--- src/rtl/mtrap_pkg.sv ---
package mtrap_pkg;
  localparam int XLEN    = 32;
  localparam int CAUSE_W = 4;

  localparam logic [11:0] A_STATUS  = 12'h300;
  localparam logic [11:0] A_STATUSH = 12'h310;
  localparam logic [11:0] A_IE      = 12'h304;
  localparam logic [11:0] A_IP      = 12'h344;
  localparam logic [11:0] A_TVEC    = 12'h305;
  localparam logic [11:0] A_SCRATCH = 12'h340;
  localparam logic [11:0] A_EPC     = 12'h341;
  localparam logic [11:0] A_CAUSE   = 12'h342;
  localparam logic [11:0] A_TVAL    = 12'h343;
  localparam logic [11:0] A_XENABLE = 12'hbe0;
  localparam logic [11:0] A_XPEND   = 12'hfe0;
  localparam logic [11:0] A_XLOWEST = 12'hfe4;

  localparam logic [CAUSE_W-1:0] CAUSE_SW  = 4'd3;
  localparam logic [CAUSE_W-1:0] CAUSE_TMR = 4'd7;
  localparam logic [CAUSE_W-1:0] CAUSE_EXT = 4'd11;

  localparam int B_SW   = 3;
  localparam int B_TMR  = 7;
  localparam int B_EXT  = 11;
  localparam int B_GIE  = 3;
  localparam int B_PIE  = 7;

  typedef struct packed {
    logic ext;
    logic tmr;
    logic sw;
  } irq_lines_t;
endpackage

--- src/rtl/mtrap_irq_filter.sv ---
module mtrap_irq_filter #(
  parameter int IRQ_COUNT = 32,
  localparam int IDX_W = (IRQ_COUNT > 1) ? $clog2(IRQ_COUNT) : 1
) (
  input  logic                 clk,
  input  logic                 rst_n,
  input  logic [IRQ_COUNT-1:0] lines,
  input  logic [IRQ_COUNT-1:0] enables,
  output logic [IRQ_COUNT-1:0] active,
  output logic                 any_active,
  output logic [IDX_W-1:0]     lowest_idx
);
  always_comb begin
    active     = lines & enables;
    any_active = |active;
    lowest_idx = '0;
    for (int i = IRQ_COUNT - 1; i >= 0; i--) begin
      if (active[i]) lowest_idx = IDX_W'(i);
    end
  end

  // the reported line is really active, and none below it is
  assert_lowest_is_active_R8: assert property (@(posedge clk) disable iff (!rst_n)
    any_active |-> active[lowest_idx]);
  assert_lowest_is_min_R8: assert property (@(posedge clk) disable iff (!rst_n)
    any_active |-> ((active & ((IRQ_COUNT'(1) << lowest_idx) - IRQ_COUNT'(1))) == '0));
  assert_lowest_idle_zero_R8: assert property (@(posedge clk) disable iff (!rst_n)
    !any_active |-> (lowest_idx == '0));
endmodule

--- src/rtl/mtrap_irq_arbiter.sv ---
module mtrap_irq_arbiter
  import mtrap_pkg::*;
(
  input  logic               clk,
  input  logic               rst_n,
  input  logic               glob_en,
  input  irq_lines_t         enables,
  input  irq_lines_t         pending,
  output logic               irq_req,
  output logic [CAUSE_W-1:0] irq_cause
);
  irq_lines_t live;

  always_comb begin
    live = enables & pending;
    if (live.ext)      irq_cause = CAUSE_EXT;
    else if (live.sw)  irq_cause = CAUSE_SW;
    else if (live.tmr) irq_cause = CAUSE_TMR;
    else               irq_cause = '0;
    irq_req = glob_en & (|live);
  end

  assert_req_needs_global_R9: assert property (@(posedge clk) disable iff (!rst_n)
    irq_req |-> glob_en);
  assert_ext_wins_R10: assert property (@(posedge clk) disable iff (!rst_n)
    (enables.ext && pending.ext) |-> (irq_cause == CAUSE_EXT));
  assert_sw_over_timer_R10: assert property (@(posedge clk) disable iff (!rst_n)
    (!(enables.ext && pending.ext) && enables.sw && pending.sw) |-> (irq_cause == CAUSE_SW));
endmodule

--- src/rtl/mtrap_vector_gen.sv ---
module mtrap_vector_gen
  import mtrap_pkg::*;
(
  input  logic [XLEN-1:0]    tvec,
  input  logic               take_irq,
  input  logic [CAUSE_W-1:0] cause,
  output logic [XLEN-1:0]    target
);
  logic [XLEN-1:0] base;
  logic [XLEN-1:0] offset;

  always_comb begin
    base   = tvec & ~XLEN'(3);
    offset = XLEN'({cause, 2'b00});
    target = (tvec[0] && take_irq) ? (base | offset) : base;
  end
endmodule

--- src/rtl/mtrap_csr_unit.sv ---
module mtrap_csr_unit
  import mtrap_pkg::*;
#(
  parameter int              IRQ_COUNT   = 32,
  parameter logic [XLEN-1:0] MTVEC_RESET = 32'h0000_0200
) (
  input  logic               clk,
  input  logic               rst_n,
  input  logic [11:0]        csr_addr,
  input  logic               csr_rd_en,
  input  logic               csr_wr_en,
  input  logic [XLEN-1:0]    csr_wdata,
  output logic [XLEN-1:0]    csr_rdata,
  output logic               csr_illegal,
  input  logic [IRQ_COUNT-1:0] ext_irq,
  input  logic               timer_irq,
  input  logic               soft_irq,
  input  logic               trap_enter,
  input  logic               trap_irq,
  input  logic [CAUSE_W-1:0] trap_cause,
  input  logic [XLEN-1:0]    trap_pc,
  input  logic               mret,
  output logic               irq_req,
  output logic [XLEN-1:0]    trap_target,
  output logic [XLEN-1:0]    ret_addr
);
  localparam int IDX_W = (IRQ_COUNT > 1) ? $clog2(IRQ_COUNT) : 1;

  // reset: asynchronous assertion, synchronous release
  logic rst_s1_q, rst_int_n;
  always_ff @(posedge clk or negedge rst_n) begin
    if (!rst_n) begin
      rst_s1_q  <= 1'b0;
      rst_int_n <= 1'b0;
    end else begin
      rst_s1_q  <= 1'b1;
      rst_int_n <= rst_s1_q;
    end
  end

  // state
  logic                 gie_q, pie_q;
  irq_lines_t           ie_q;
  logic [XLEN-1:0]      tvec_q, scratch_q, epc_q;
  logic                 cause_int_q;
  logic [CAUSE_W-1:0]   cause_code_q;
  logic [IRQ_COUNT-1:0] xen_q;

  // next-state and enables
  logic                 st_en, ie_en, tvec_en, scratch_en, epc_en, cause_en, xen_en;
  logic                 gie_d, pie_d;
  irq_lines_t           ie_d;
  logic [XLEN-1:0]      tvec_d, scratch_d, epc_d;
  logic                 cause_int_d;
  logic [CAUSE_W-1:0]   cause_code_d;
  logic [IRQ_COUNT-1:0] xen_d;

  // decode
  logic implemented, read_only, wr_ok;

  // interrupt path
  logic [IRQ_COUNT-1:0] x_active;
  logic                 x_any;
  logic [IDX_W-1:0]     x_lowest;
  irq_lines_t           pend_lines;
  logic [CAUSE_W-1:0]   irq_cause;

  mtrap_irq_filter #(.IRQ_COUNT(IRQ_COUNT)) u_filter (
    .clk        (clk),
    .rst_n      (rst_int_n),
    .lines      (ext_irq),
    .enables    (xen_q),
    .active     (x_active),
    .any_active (x_any),
    .lowest_idx (x_lowest)
  );

  always_comb begin
    pend_lines.ext = x_any;
    pend_lines.tmr = timer_irq;
    pend_lines.sw  = soft_irq;
  end

  mtrap_irq_arbiter u_arbiter (
    .clk       (clk),
    .rst_n     (rst_int_n),
    .glob_en   (gie_q),
    .enables   (ie_q),
    .pending   (pend_lines),
    .irq_req   (irq_req),
    .irq_cause (irq_cause)
  );

  mtrap_vector_gen u_vector (
    .tvec     (tvec_q),
    .take_irq (trap_irq),
    .cause    (irq_cause),
    .target   (trap_target)
  );

  assign ret_addr = epc_q;

  // address decode
  always_comb begin
    unique case (csr_addr)
      A_STATUS, A_STATUSH, A_IE, A_IP, A_TVEC, A_SCRATCH, A_EPC, A_CAUSE,
      A_TVAL, A_XENABLE, A_XPEND, A_XLOWEST: implemented = 1'b1;
      default:                               implemented = 1'b0;
    endcase
    read_only   = (csr_addr[11:10] == 2'b11);
    csr_illegal = ((csr_rd_en || csr_wr_en) && !implemented) ||
                  (csr_wr_en && implemented && read_only);
    wr_ok       = csr_wr_en && !csr_illegal && !trap_enter && !mret;
  end

  // read mux
  always_comb begin
    csr_rdata = '0;
    unique case (csr_addr)
      A_STATUS: begin
        csr_rdata[12:11] = 2'b11;
        csr_rdata[B_PIE] = pie_q;
        csr_rdata[B_GIE] = gie_q;
      end
      A_IE: begin
        csr_rdata[B_EXT] = ie_q.ext;
        csr_rdata[B_TMR] = ie_q.tmr;
        csr_rdata[B_SW]  = ie_q.sw;
      end
      A_IP: begin
        csr_rdata[B_EXT] = x_any;
        csr_rdata[B_TMR] = timer_irq;
        csr_rdata[B_SW]  = soft_irq;
      end
      A_TVEC:    csr_rdata = tvec_q;
      A_SCRATCH: csr_rdata = scratch_q;
      A_EPC:     csr_rdata = epc_q;
      A_CAUSE: begin
        csr_rdata[XLEN-1]    = cause_int_q;
        csr_rdata[CAUSE_W-1:0] = cause_code_q;
      end
      A_XENABLE: csr_rdata = XLEN'(xen_q);
      A_XPEND:   csr_rdata = XLEN'(ext_irq);
      A_XLOWEST: csr_rdata = XLEN'({x_lowest, 2'b00});
      default:   csr_rdata = '0;
    endcase
  end

  // next state
  always_comb begin
    st_en = 1'b0;
    gie_d = gie_q;
    pie_d = pie_q;
    if (trap_enter) begin
      st_en = 1'b1;
      pie_d = gie_q;
      gie_d = 1'b0;
    end else if (mret) begin
      st_en = 1'b1;
      gie_d = pie_q;
      pie_d = 1'b1;
    end else if (wr_ok && csr_addr == A_STATUS) begin
      st_en = 1'b1;
      gie_d = csr_wdata[B_GIE];
      pie_d = csr_wdata[B_PIE];
    end

    ie_en  = wr_ok && (csr_addr == A_IE);
    ie_d.ext = csr_wdata[B_EXT];
    ie_d.tmr = csr_wdata[B_TMR];
    ie_d.sw  = csr_wdata[B_SW];

    tvec_en    = wr_ok && (csr_addr == A_TVEC);
    tvec_d     = csr_wdata & ~XLEN'(2);
    scratch_en = wr_ok && (csr_addr == A_SCRATCH);
    scratch_d  = csr_wdata;
    xen_en     = wr_ok && (csr_addr == A_XENABLE);
    xen_d      = csr_wdata[IRQ_COUNT-1:0];

    epc_en = trap_enter || (wr_ok && csr_addr == A_EPC);
    epc_d  = (trap_enter ? trap_pc : csr_wdata) & ~XLEN'(1);

    cause_en = trap_enter || (wr_ok && csr_addr == A_CAUSE);
    if (trap_enter) begin
      cause_int_d  = trap_irq;
      cause_code_d = trap_irq ? irq_cause : trap_cause;
    end else begin
      cause_int_d  = csr_wdata[XLEN-1];
      cause_code_d = csr_wdata[CAUSE_W-1:0];
    end
  end

  // registers
  always_ff @(posedge clk or negedge rst_int_n) begin
    if (!rst_int_n) begin
      gie_q        <= 1'b0;
      pie_q        <= 1'b0;
      ie_q         <= '0;
      tvec_q       <= MTVEC_RESET & ~XLEN'(2);
      scratch_q    <= '0;
      epc_q        <= '0;
      cause_int_q  <= 1'b0;
      cause_code_q <= '0;
      xen_q        <= '1;
    end else begin
      if (st_en) begin
        gie_q <= gie_d;
        pie_q <= pie_d;
      end
      if (ie_en)      ie_q      <= ie_d;
      if (tvec_en)    tvec_q    <= tvec_d;
      if (scratch_en) scratch_q <= scratch_d;
      if (epc_en)     epc_q     <= epc_d;
      if (cause_en) begin
        cause_int_q  <= cause_int_d;
        cause_code_q <= cause_code_d;
      end
      if (xen_en)     xen_q     <= xen_d;
    end
  end

  assert_trap_saves_enable_R4: assert property (@(posedge clk) disable iff (!rst_int_n)
    trap_enter |=> (!gie_q && (pie_q == $past(gie_q))));
  assert_return_restores_R5: assert property (@(posedge clk) disable iff (!rst_int_n)
    (mret && !trap_enter) |=> (pie_q && (gie_q == $past(pie_q))));
  assert_trap_pc_captured_R12: assert property (@(posedge clk) disable iff (!rst_int_n)
    trap_enter |=> (ret_addr == ($past(trap_pc) & ~XLEN'(1))));
  assert_write_dropped_R14: assert property (@(posedge clk) disable iff (!rst_int_n)
    ((trap_enter || mret) && csr_wr_en) |=> ($stable(scratch_q) && $stable(xen_q) && $stable(tvec_q)));
  assert_illegal_no_effect_R2: assert property (@(posedge clk) disable iff (!rst_int_n)
    (csr_illegal && !trap_enter && !mret) |=> ($stable(scratch_q) && $stable(xen_q) && $stable(gie_q)));
  assert_illegal_needs_access_R2: assert property (@(posedge clk) disable iff (!rst_int_n)
    csr_illegal |-> (csr_rd_en || csr_wr_en));
endmodule

--- config.mk ---
export PLATFORM = sky130hd
export DESIGN_NAME = mtrap_csr_unit
export DESIGN_NICKNAME = d
export VERILOG_FILES = /design/src/rtl/mtrap_pkg.sv /design/src/rtl/mtrap_irq_filter.sv /design/src/rtl/mtrap_irq_arbiter.sv /design/src/rtl/mtrap_vector_gen.sv /design/src/rtl/mtrap_csr_unit.sv
export SDC_FILE = /design/constraint.sdc
export NUM_CORES = 1
export LEC_CHECK = 0
export ABC_AREA = 0
export BUFFER_PORTS_ARGS = -buffer_cell sky130_fd_sc_hd__buf_2
export CORE_MARGIN = 3
export CORE_UTILIZATION = 49
export CTS_BUF_LIST = sky130_fd_sc_hd__clkbuf_8
export CTS_CLUSTER_DIAMETER = 30
export CTS_CLUSTER_SIZE = 20
export DETAILED_ROUTE_END_ITERATION = 8
export HOLD_SLACK_MARGIN = 0.12
export PLACE_DENSITY = 0.83
export SYNTH_ARGS = -nofsm -noshare
export SYNTH_HDL_FRONTEND = slang
export SYNTH_SLANG_ARGS = --single-unit
--- constraint.sdc ---
create_clock -name clk -period 3.8 [get_ports clk]
set_clock_uncertainty 0.1 [all_clocks]
set_input_delay 0.57 -clock clk [delete_from_list [all_inputs] [get_ports clk]]
set_output_delay 0.57 -clock clk [all_outputs]
set_load 0.03 [all_outputs]
==> results of run 1 <==
==> layout make-up <==
| cell class | count | area, sq um |
|---|---|---|
| Timing Repair Buffer | 239 | 1290 |
| Clock inverter | 13 | 200 |
| Fill cell | 1268 | 5990 |
| Tap cell | 211 | 264 |
| Sequential cell | 138 | 3500 |
| Clock buffer | 19 | 262 |
| Inverter | 4 | 15.0 |
| Multi-Input combinational cell | 466 | 3800 |
==> per-layer routing <==
metal  vias up  track usage (%)  wire length, microns
li1       2940                -                     -
met1      3216             35.4                  9540
met2       300             43.2                 11100
met3        43             5.93                  1870
met4         0             8.63                   537
met5         -                0                     0
==> power groups by stage <==
stage | logic (uW) | clock network [uW] | registers (uW)
after floorplan | 109 | 0 | 1640
after global placement | 329 | 0 | 1580
after detailed placement | 335 | 0 | 1580
after CTS | 336 | 1410 | 1550
after global routing | 361 | 1470 | 1560
final | 335 | 1390 | 1550
==> cell families (layout without fill, tap and decap cells) <==
family                 after synthesis  count (layout)
DFF                                138             138
muxes                              119             119
buffers and inverters               70             275
AOI/OAI and AO/OA                  167             167
other                                2               4
and+or+nand+nor                    176             176
==> worst paths after layout <==
kind                                   endpoint  depth (start not counted)
worst max-delay path             trap_target[4]                          7
worst min-delay path               ret_addr[31]                          3
worst max register to register  cause_code_q[1]                          7
worst min register to register        rst_int_n                          0
max in group asynchronous              xen_q[7]                          1
min in group asynchronous         scratch_q[25]                          0
==> Yosys cell counts, drive strengths merged (6+ instances only) <==
cell type	instances
o21ai	16
nand2b	31
mux2	102
nor2	13
nor3	10
a22o	6
o221a	27
nand4	7
mux2i	17
a221oi	6
clkbuf	15
dfrtp	105
nand3	17
buf	51
dfstp	33
nand2	75
a21oi	12
a222oi	14
a22oi	50
==> sequential cells by signal (all words and copies together) (netlist names) <==
register	cells
rst_s1_q	1
rst_int_n	1
ret_addr	31
tvec_q	31
cause_code_q	4
gie_q	1
ie_q	3
xen_q	32
pie_q	1
scratch_q	32
cause_int_q	1
==> metrics by stage <==
step,setup slack (ps),utilization [%]
floorplan,313,-
global placement,540,57.8
global route,94.1,60.9
detailed placement,472,57.8
CTS,294,60.9
finish,302,60.9
==> critical path, stage by stage, from the launching register on <==
cell and delay [ps]:
dfstp_2 400, a22oi_1 270, nand3_1 200, nor3_1 370, a41oi_1 260, nor4b_1 510
or2_2 190, buf_2 190
==> layout by cell type (no fill, tap or decap), drive strengths merged, types with 7 or more instances in the layout <==
cell type    n
nand2b      31
a222oi      14
inv          7
a21oi       12
dfstp       33
clkbuf      19
dfrtp      105
nor2        13
a22oi       50
o221a       27
o21ai       16
nor3        10
mux2       102
nand4        7
nand2       75
nand3       17
mux2i       17
buf        238
==> out/qor.csv, run 1 <==
metric,value,unit
outcome,completed,
Via-to-Cell Ratio,5.96,
Post-synth ARST share,100,%
antenna violations before repair,0,
die width,131,microns
Post-Syn Instances,672,
"Clk Latency, worst-skew pair",450,ps
"area leader, netlist",dfrtp_1,
H-tree levels,4,
clock sink count,138,
grt total ovfl,0,
initial core utilization,50.3,%
minimum clock period,3500,ps
total power,3270,uW
Worst-path clk slew,80,ps
CTS resizes,0,
I/O pins,219,
Root Buffer,clkbuf_8,
RePlAce Congestion,0.915,
Final Hold Violating Endpoints,0,
vias in the first global route,6528,
first-pass GRT wire length,36.5,mm
Tot GR Track Use,26.6,%
Synth Area in Adders,0,%
Seq pwr share,47.4,%
FF-to-FF setup slack,1530,ps
hpwl dp,16.6,mm
Slew headroom,47.7,%
IO buf count,214,
CP Data Required Time,3130,ps
ys flop type,dfrtp_1,
CP startpoint,xen_q[16],
crit share post-route,92.1,%
DRT Wirelength,23.0,mm
leak pwr,0.00462,uW
post-synthesis mux area share,18.6,%
Synth top area share,34.1,%
DP Area,8850,sq um
Comb power frac,10.2,%
Max Cap Viol,0,
CTS Buf Count,17,
CTS tree,yes,
Area contributors post-synth,"dfrtp_1 34%, dfstp_2 11%, mux2_2 8.8%",
synth-to-layout area growth,21.0,%
Post-Syn Area,7710,sq um
Fin Setup TNS,0,ps
CP Launch Type,register,
Syn Area/Cell,11.5,sq um
complex-gate fraction of the synthesized area,17.8,%
hold path start,trap_pc[31],
kind of critical path,register to output pin,
Pre-antenna DRT Iters,6,
Die ar.,17300,sq um
placed cells,1057,
largest family of logic cells by synthesized area,multiplexers,
Hold Path Class,primary input to register,
synth warn,0,
fin nets,987,
Synth cell types,66,
hold slack,233,ps
Final Max Slew Viols,0,
sequential share of the synthesized area,45.3,%
worst endpoint data arrival time,2830,ps
# DRC,0,
pwr/cell area,351,nW/um^2
Post-Synth Simple-Gate Area,12.6,%
DRT iter0 DRCs,684,
max frequency,286,MHz
"antenna viol nets, final",0,
fin cells,1090,
number of synthesized flops with an enable pin,0,
Post-Synth XOR/XNOR Area,0,%
routed len/inst,21.1,microns
R2R Path Start,xen_q[16],
DR vias,6499,
Worst Setup End Kind,output pin,
Setup Buffers After CTS,0,
layout cells sized above 1,49.8,%
internal power,2450,uW
worst-path fanout max,5,
die height,131,microns
row cnt,45,
RSZ-0062 raised after global routing,no,
P_sw,823,uW
clock share of power,42.3,%
Max Buffers Root-to-Sink,2,
hold_buf cts,1,
sw frac,25.1,%
core area,15300,sq um
largest net degree at the start of global routing,81,
#FFs+latches synth,138,
post-route cell area,9330,sq um
Slew @ Worst Pin,785,ps
Ant. Diodes,0,
"Setup violations, final",0,
worst vdd ir,0.000197,V
(Power assumes the default switching activity.)
==> run 2, diff against run 1 <==
--- a/config.mk
+++ b/config.mk
@@ -8,13 +8,13 @@
 export ABC_AREA = 0
 export BUFFER_PORTS_ARGS = -buffer_cell sky130_fd_sc_hd__buf_2
 export CORE_MARGIN = 3
-export CORE_UTILIZATION = 49
+export CORE_UTILIZATION = 40
 export CTS_BUF_LIST = sky130_fd_sc_hd__clkbuf_8
 export CTS_CLUSTER_DIAMETER = 30
 export CTS_CLUSTER_SIZE = 20
 export DETAILED_ROUTE_END_ITERATION = 8
 export HOLD_SLACK_MARGIN = 0.12
-export PLACE_DENSITY = 0.83
+export PLACE_DENSITY = 0.7
 export SYNTH_ARGS = -nofsm -noshare
 export SYNTH_HDL_FRONTEND = slang
 export SYNTH_SLANG_ARGS = --single-unit
==> run 2 against run 1 <==
  * Flip-flop and latch count stayed put
  * Register-to-register slack worse by 60 ps
  * Non-clock buffer count is 3 higher
  * Critical path depth stayed put
  * Design area is 0.52% lower
  * Wire length is 5.4% higher
  * Via count hardly changed
  * Sequential power hardly changed
  * Total power is 11% lower
  * Clock-buffer cell count stayed put
  * Combinational power hardly changed
==> out/qor.csv, run 2 (synthesis gave the netlist of run 1 again) <==
metric,value,unit
DP Worst Slack,448,ps
total power,2930,uW
DRT Wirelength,24.3,mm
outcome,completed,
die width,145,microns
# DRC,0,
internal power,2110,uW
Seq pwr share,53.1,%
CP Launch Type,register,
Setup Buffers After CTS,0,
initial core utilization,40.9,%
grt total ovfl,0,
Root Buffer,clkbuf_8,
hold path start,trap_pc[1],
P_sw,821,uW
DRT iter0 DRCs,528,
Die ar.,21000,sq um
"antenna viol nets, final",0,
"commonest non-fill, non-tap cell in the layout",buf_2,
final setup margin,294,ps
Final Hold Violating Endpoints,0,
clock share of power,35.4,%
worst endpoint data arrival time,2840,ps
CTS resizes,0,
die height,145,microns
Ant. Diodes,0,
CP Data Required Time,3130,ps
hold slack,228,ps
fin cells,1142,
antenna violations before repair,1,
clock sink count,138,
H-tree levels,4,
I/O pins,219,
Max Cap Viol,0,
leak pwr,0.00458,uW
kind of critical path,register to output pin,
vias in the first global route,6369,
fin nets,990,
Pre-antenna DRT Iters,6,
FF-to-FF setup slack,1470,ps
CTS tree,yes,
"Clk Latency, worst-skew pair",440,ps
"commonest non-fill, non-tap cells in the layout","214 x buf_2, 104 x dfrtp_1, 72 x nand2_1, 60 x mux2_2, 50 x a22oi_1",
Slew headroom,50.0,%
Worst Setup End Kind,output pin,
CTS Buf Count,17,
hold depth,3,
largest net degree at the start of global routing,82,
Via-to-Cell Ratio,5.69,
hpwl dp,17.7,mm
DR vias,6498,
synth-to-layout area growth,20.4,%
R2R depth,7,
row cnt,50,
hold worst-path end,ret_addr[1],
worst-path fanout max,4,
crit share post-route,92.3,%
Slew @ Worst Pin,750,ps
placed cells,1109,
max frequency,285,MHz
IO buf count,214,
core area,18800,sq um
pwr/cell area,315,nW/um^2
minimum clock period,3510,ps
Final Max Slew Viols,0,
Hold Path Class,primary input to register,
Regs by FF count,"scratch_q: 32 flops, xen_q: 32 flops",
Fin Setup TNS,0,ps
Max Buffers Root-to-Sink,2,
R2R Path Start,xen_q[30],
hold_buf cts,1,
worst r2r dst,cause_code_q[0],
Tot GR Track Use,23.0,%
RSZ-0062 raised after global routing,no,
"Setup violations, final",0,
first-pass GRT wire length,36.6,mm
routed len/inst,21.3,microns
worst vdd ir,0.000184,V
Worst-path clk slew,80,ps
Comb power frac,11.5,%
layout cells sized above 1,49.7,%
RePlAce Congestion,0.955,
sw frac,28.0,%
==> run 2: cell types whose count changed in the layout (fill, tap and decap cells not counted) <==
cell | before | now
clkinv_2 | 2 | 5
buf_4 | 22 | 25
inv_1 | 6 | 9
bufinv_16 | 5 | 0
inv_6 | 1 | 0
==> run 2: per-layer routing <==
layer  routed length, microns  vias up  global-route usage [%]
met4                      546        2                    7.90
met3                     1750       39                    5.32
met2                    11400      267                    36.2
li1                         -     2939                       -
met1                    10600     3251                    31.1
met5                       13        -                       0
==> run 2: area by class of cell <==
class,count,area [sq um]
Fill cell,1775,9550
Clock inverter,13,67.6
Sequential cell,138,3500
Timing Repair Buffer,242,1310
Inverter,4,15.0
Clock buffer,19,262
Tap cell,260,325
Multi-Input combinational cell,466,3800
==> run 2: per-stage QoR <==
| stage | util [%] | area, sq um |
|---|---|---|
| finish | 49.3 | 9280 |
| global route | 49.3 | 9280 |
| CTS | 49.3 | 9280 |
| detailed placement | 47.5 | 8940 |
| global placement | 47.5 | 8940 |
| floorplan | - | 7720 |
==> run 2: worst max path at each step <==
stage,startpoint,endpoint,slack (ps),depth (start not counted)
after global placement,csr_addr[5],csr_rdata[11],440,7
after CTS,xen_q[16],trap_target[4],270,7
final,xen_q[30],trap_target[4],290,7
after detailed placement,ext_irq[16],trap_target[4],450,8
after floorplan,csr_addr[6],csr_rdata[6],310,6
after global routing,xen_q[26],trap_target[4],10,7
==> run 2: power groups by stage <==
stage	Clock, uW	Sequential (uW)	Combinational [uW]
global route	1140	1560	367
global placement	0	1580	333
finish	1040	1550	337
CTS	1070	1550	339
detailed placement	0	1580	337
floorplan	0	1640	109
==> run 2: critical path, cell delays in order (launching register included) <==
cell and delay (ps):
dfstp_2 390, a22oi_1 290, nand4_1 220, nor3_1 330, a41oi_1 290, nor4b_1 500, or2_2 180, buf_2 190
==> run 3, diff against run 2 <==
--- a/config.mk
+++ b/config.mk
@@ -17,4 +17,5 @@
 export PLACE_DENSITY = 0.7
 export SYNTH_ARGS = -nofsm -noshare
 export SYNTH_HDL_FRONTEND = slang
+export SYNTH_HIERARCHICAL = 1
 export SYNTH_SLANG_ARGS = --single-unit
==> run 3 against run 2 <==
  * Clock-buffer cell count unchanged
  * Synthesized cell count is 9.4% higher
  * Critical path depth up 3
  * First-iteration DRC count fell by 43%
  * Global-route usage is 0.41 points lower
  * Largest power group unchanged
  * Highest routed layer unchanged
  * Largest cell class unchanged
  * Total power increased by 10%
  * Design area increased by 3.0%
  * Area after synthesis grew 2.5%
  * Via count is 0.51% higher
  * Non-clock buffer count down 2
==> out/qor.csv, run 3 <==
metric,value,unit
outcome,completed,
CP Launch Type,register,
worst vdd ir,0.000243,V
crit-path leading delay family,simple AND/OR/NAND/NOR gates,
antenna violations before repair,2,
Tot GR Track Use,22.5,%
Util after Layout,50.3,%
DP Area,9090,sq um
WL met2,11.5,mm
area of all sequential standard cells,3500,sq um
I/O pins,219,
Fin Setup TNS,0,ps
worst-path fanout max,4,
crit share post-route,97.4,%
die height,147,microns
layout cells sized above 1,45.6,%
DRT iter0 DRCs,302,
"commonest non-fill, non-tap cells in the layout","214 x buf_2, 104 x dfrtp_1, 98 x mux2_2, 90 x nand2_1, 73 x mux2i_1",
multi-input combinational cell area,3960,sq um
"commonest non-fill, non-tap cell in the layout",buf_2,
CP Data Required Time,3130,ps
crit path buf inv count,2,
Max Buffers Root-to-Sink,2,
"Setup violations, final",0,
Regs by FF count,"scratch_q: 32 flops, xen_q: 32 flops",
largest stage delay on the critical path,440,ps
grt total ovfl,0,
pwr/cell area,338,nW/um^2
CTS Buf Count,17,
row cnt,50,
Die ar.,21500,sq um
Top Metal Used,met5,
H-tree levels,4,
post-route cell area,9560,sq um
IO buf count,214,
CTS tree,yes,
Root Buffer,clkbuf_8,
max frequency,270,MHz
DR vias,6531,
synth-to-layout area growth,21.0,%
synth warn,6,
die width,147,microns
Setup Buffers After CTS,0,
Via-to-Cell Ratio,5.45,
Post-Syn Area,7900,sq um
hpwl dp,17.5,mm
Slew @ Worst Pin,942,ps
Worst Setup End Kind,output pin,
"Clk Latency, worst-skew pair",450,ps
Slew headroom,37.2,%
Crit-path slowest cell,or3b_4,
RSZ-0062 raised after global routing,no,
met1 wire length,10.6,mm
first-pass GRT wire length,37.7,mm
fin nets,1045,
fillers,1796,
largest net degree at the start of global routing,73,
worst endpoint data arrival time,3030,ps
CP Cell Sequence,nand2_2 > inv_2 > or2_4 > nand2b_4 > or3_4 > or3b_4 > a22oi_2 > nor2b_2 > a31o_1 > buf_2,
vias in the first global route,6691,
# DRC,0,
core area,19000,sq um
kind of critical path,register to output pin,
Max Cap Viol,0,
Pre-antenna DRT Iters,5,
Hold Path Class,primary input to register,
DRT Wirelength,24.3,mm
initial core utilization,41.5,%
WL met3,1.48,mm
Syn Area/Cell,10.7,sq um
Worst-path clk slew,80,ps
minimum clock period,3700,ps
"antenna viol nets, final",0,
Post-Syn Instances,735,
Final Max Slew Viols,0,
RePlAce Congestion,0.880,
leak pwr,0.00480,uW
clock sink count,138,
Final Hold Violating Endpoints,0,
routed len/inst,20.3,microns
[run 3: final cells by class]
class	instances	area share, %
well taps	260	3.40
clock inverters	13	1.82
repair buffers	240	13.4
multi-input cells	511	41.4
clock buffers	19	2.74
inverters	16	0.628
flip-flops and latches	138	36.6
diodes	1	0.0262
[run 3: routing by layer]
layer,vias to the layer above,GRT usage [%]
li1,3061,-
met1,3205,29.3
met2,215,36.5
met3,46,6.08
met4,4,7.62
met5,-,0
[run 3: tightest hold or removal path, cell delays in order]
cell,delay (ps)
buf_2,80
nand2_1,40
o21ai_1,60
[run 3: what timing repair did]
| item | CTS | global route |
|---|---|---|
| endpoints found under the hold margin | 2 | 0 |
| cloned | 0 | 0 |
| gates resized for setup | 1 | 4 |
| endpoints found under the setup margin | 1 | 3 |
| hold buffers | 1 | 0 |
| pin swaps | 0 | 1 |
[run 3: through the flow]
stage | power [uW] | setup slack [ps] | hold WS [ps] | cells
finish | 3230 | 100 | 219 | 1198
global route | 3370 | 4.48 | 186 | 1197
CTS | 3270 | 56.3 | 190 | 1197
detailed placement | 1930 | 193 | 236 | 1164
global placement | 1930 | 234 | 232 | 1164
floorplan | 1760 | 546 | 174 | 736
[run 3: worst paths after layout]
check	from	end	slack [ps]	depth (start not counted)
worst max-delay path	xen_q[1]	trap_target[4]	100	10
worst min-delay path	trap_pc[21]	ret_addr[21]	220	3
worst min register to register	rst_s1_q	rst_int_n	250	0
max in group asynchronous	rst_int_n	xen_q[12]	2320	1
min in group asynchronous	rst_n	rst_s1_q	330	2
worst max register to register	xen_q[1]	cause_code_q[1]	1080	10
[run 3: report_power, final]
part | switching [uW] | internal, uW
clock | 580 | 746
combinational | 220 | 128
sequential | 44.5 | 1510
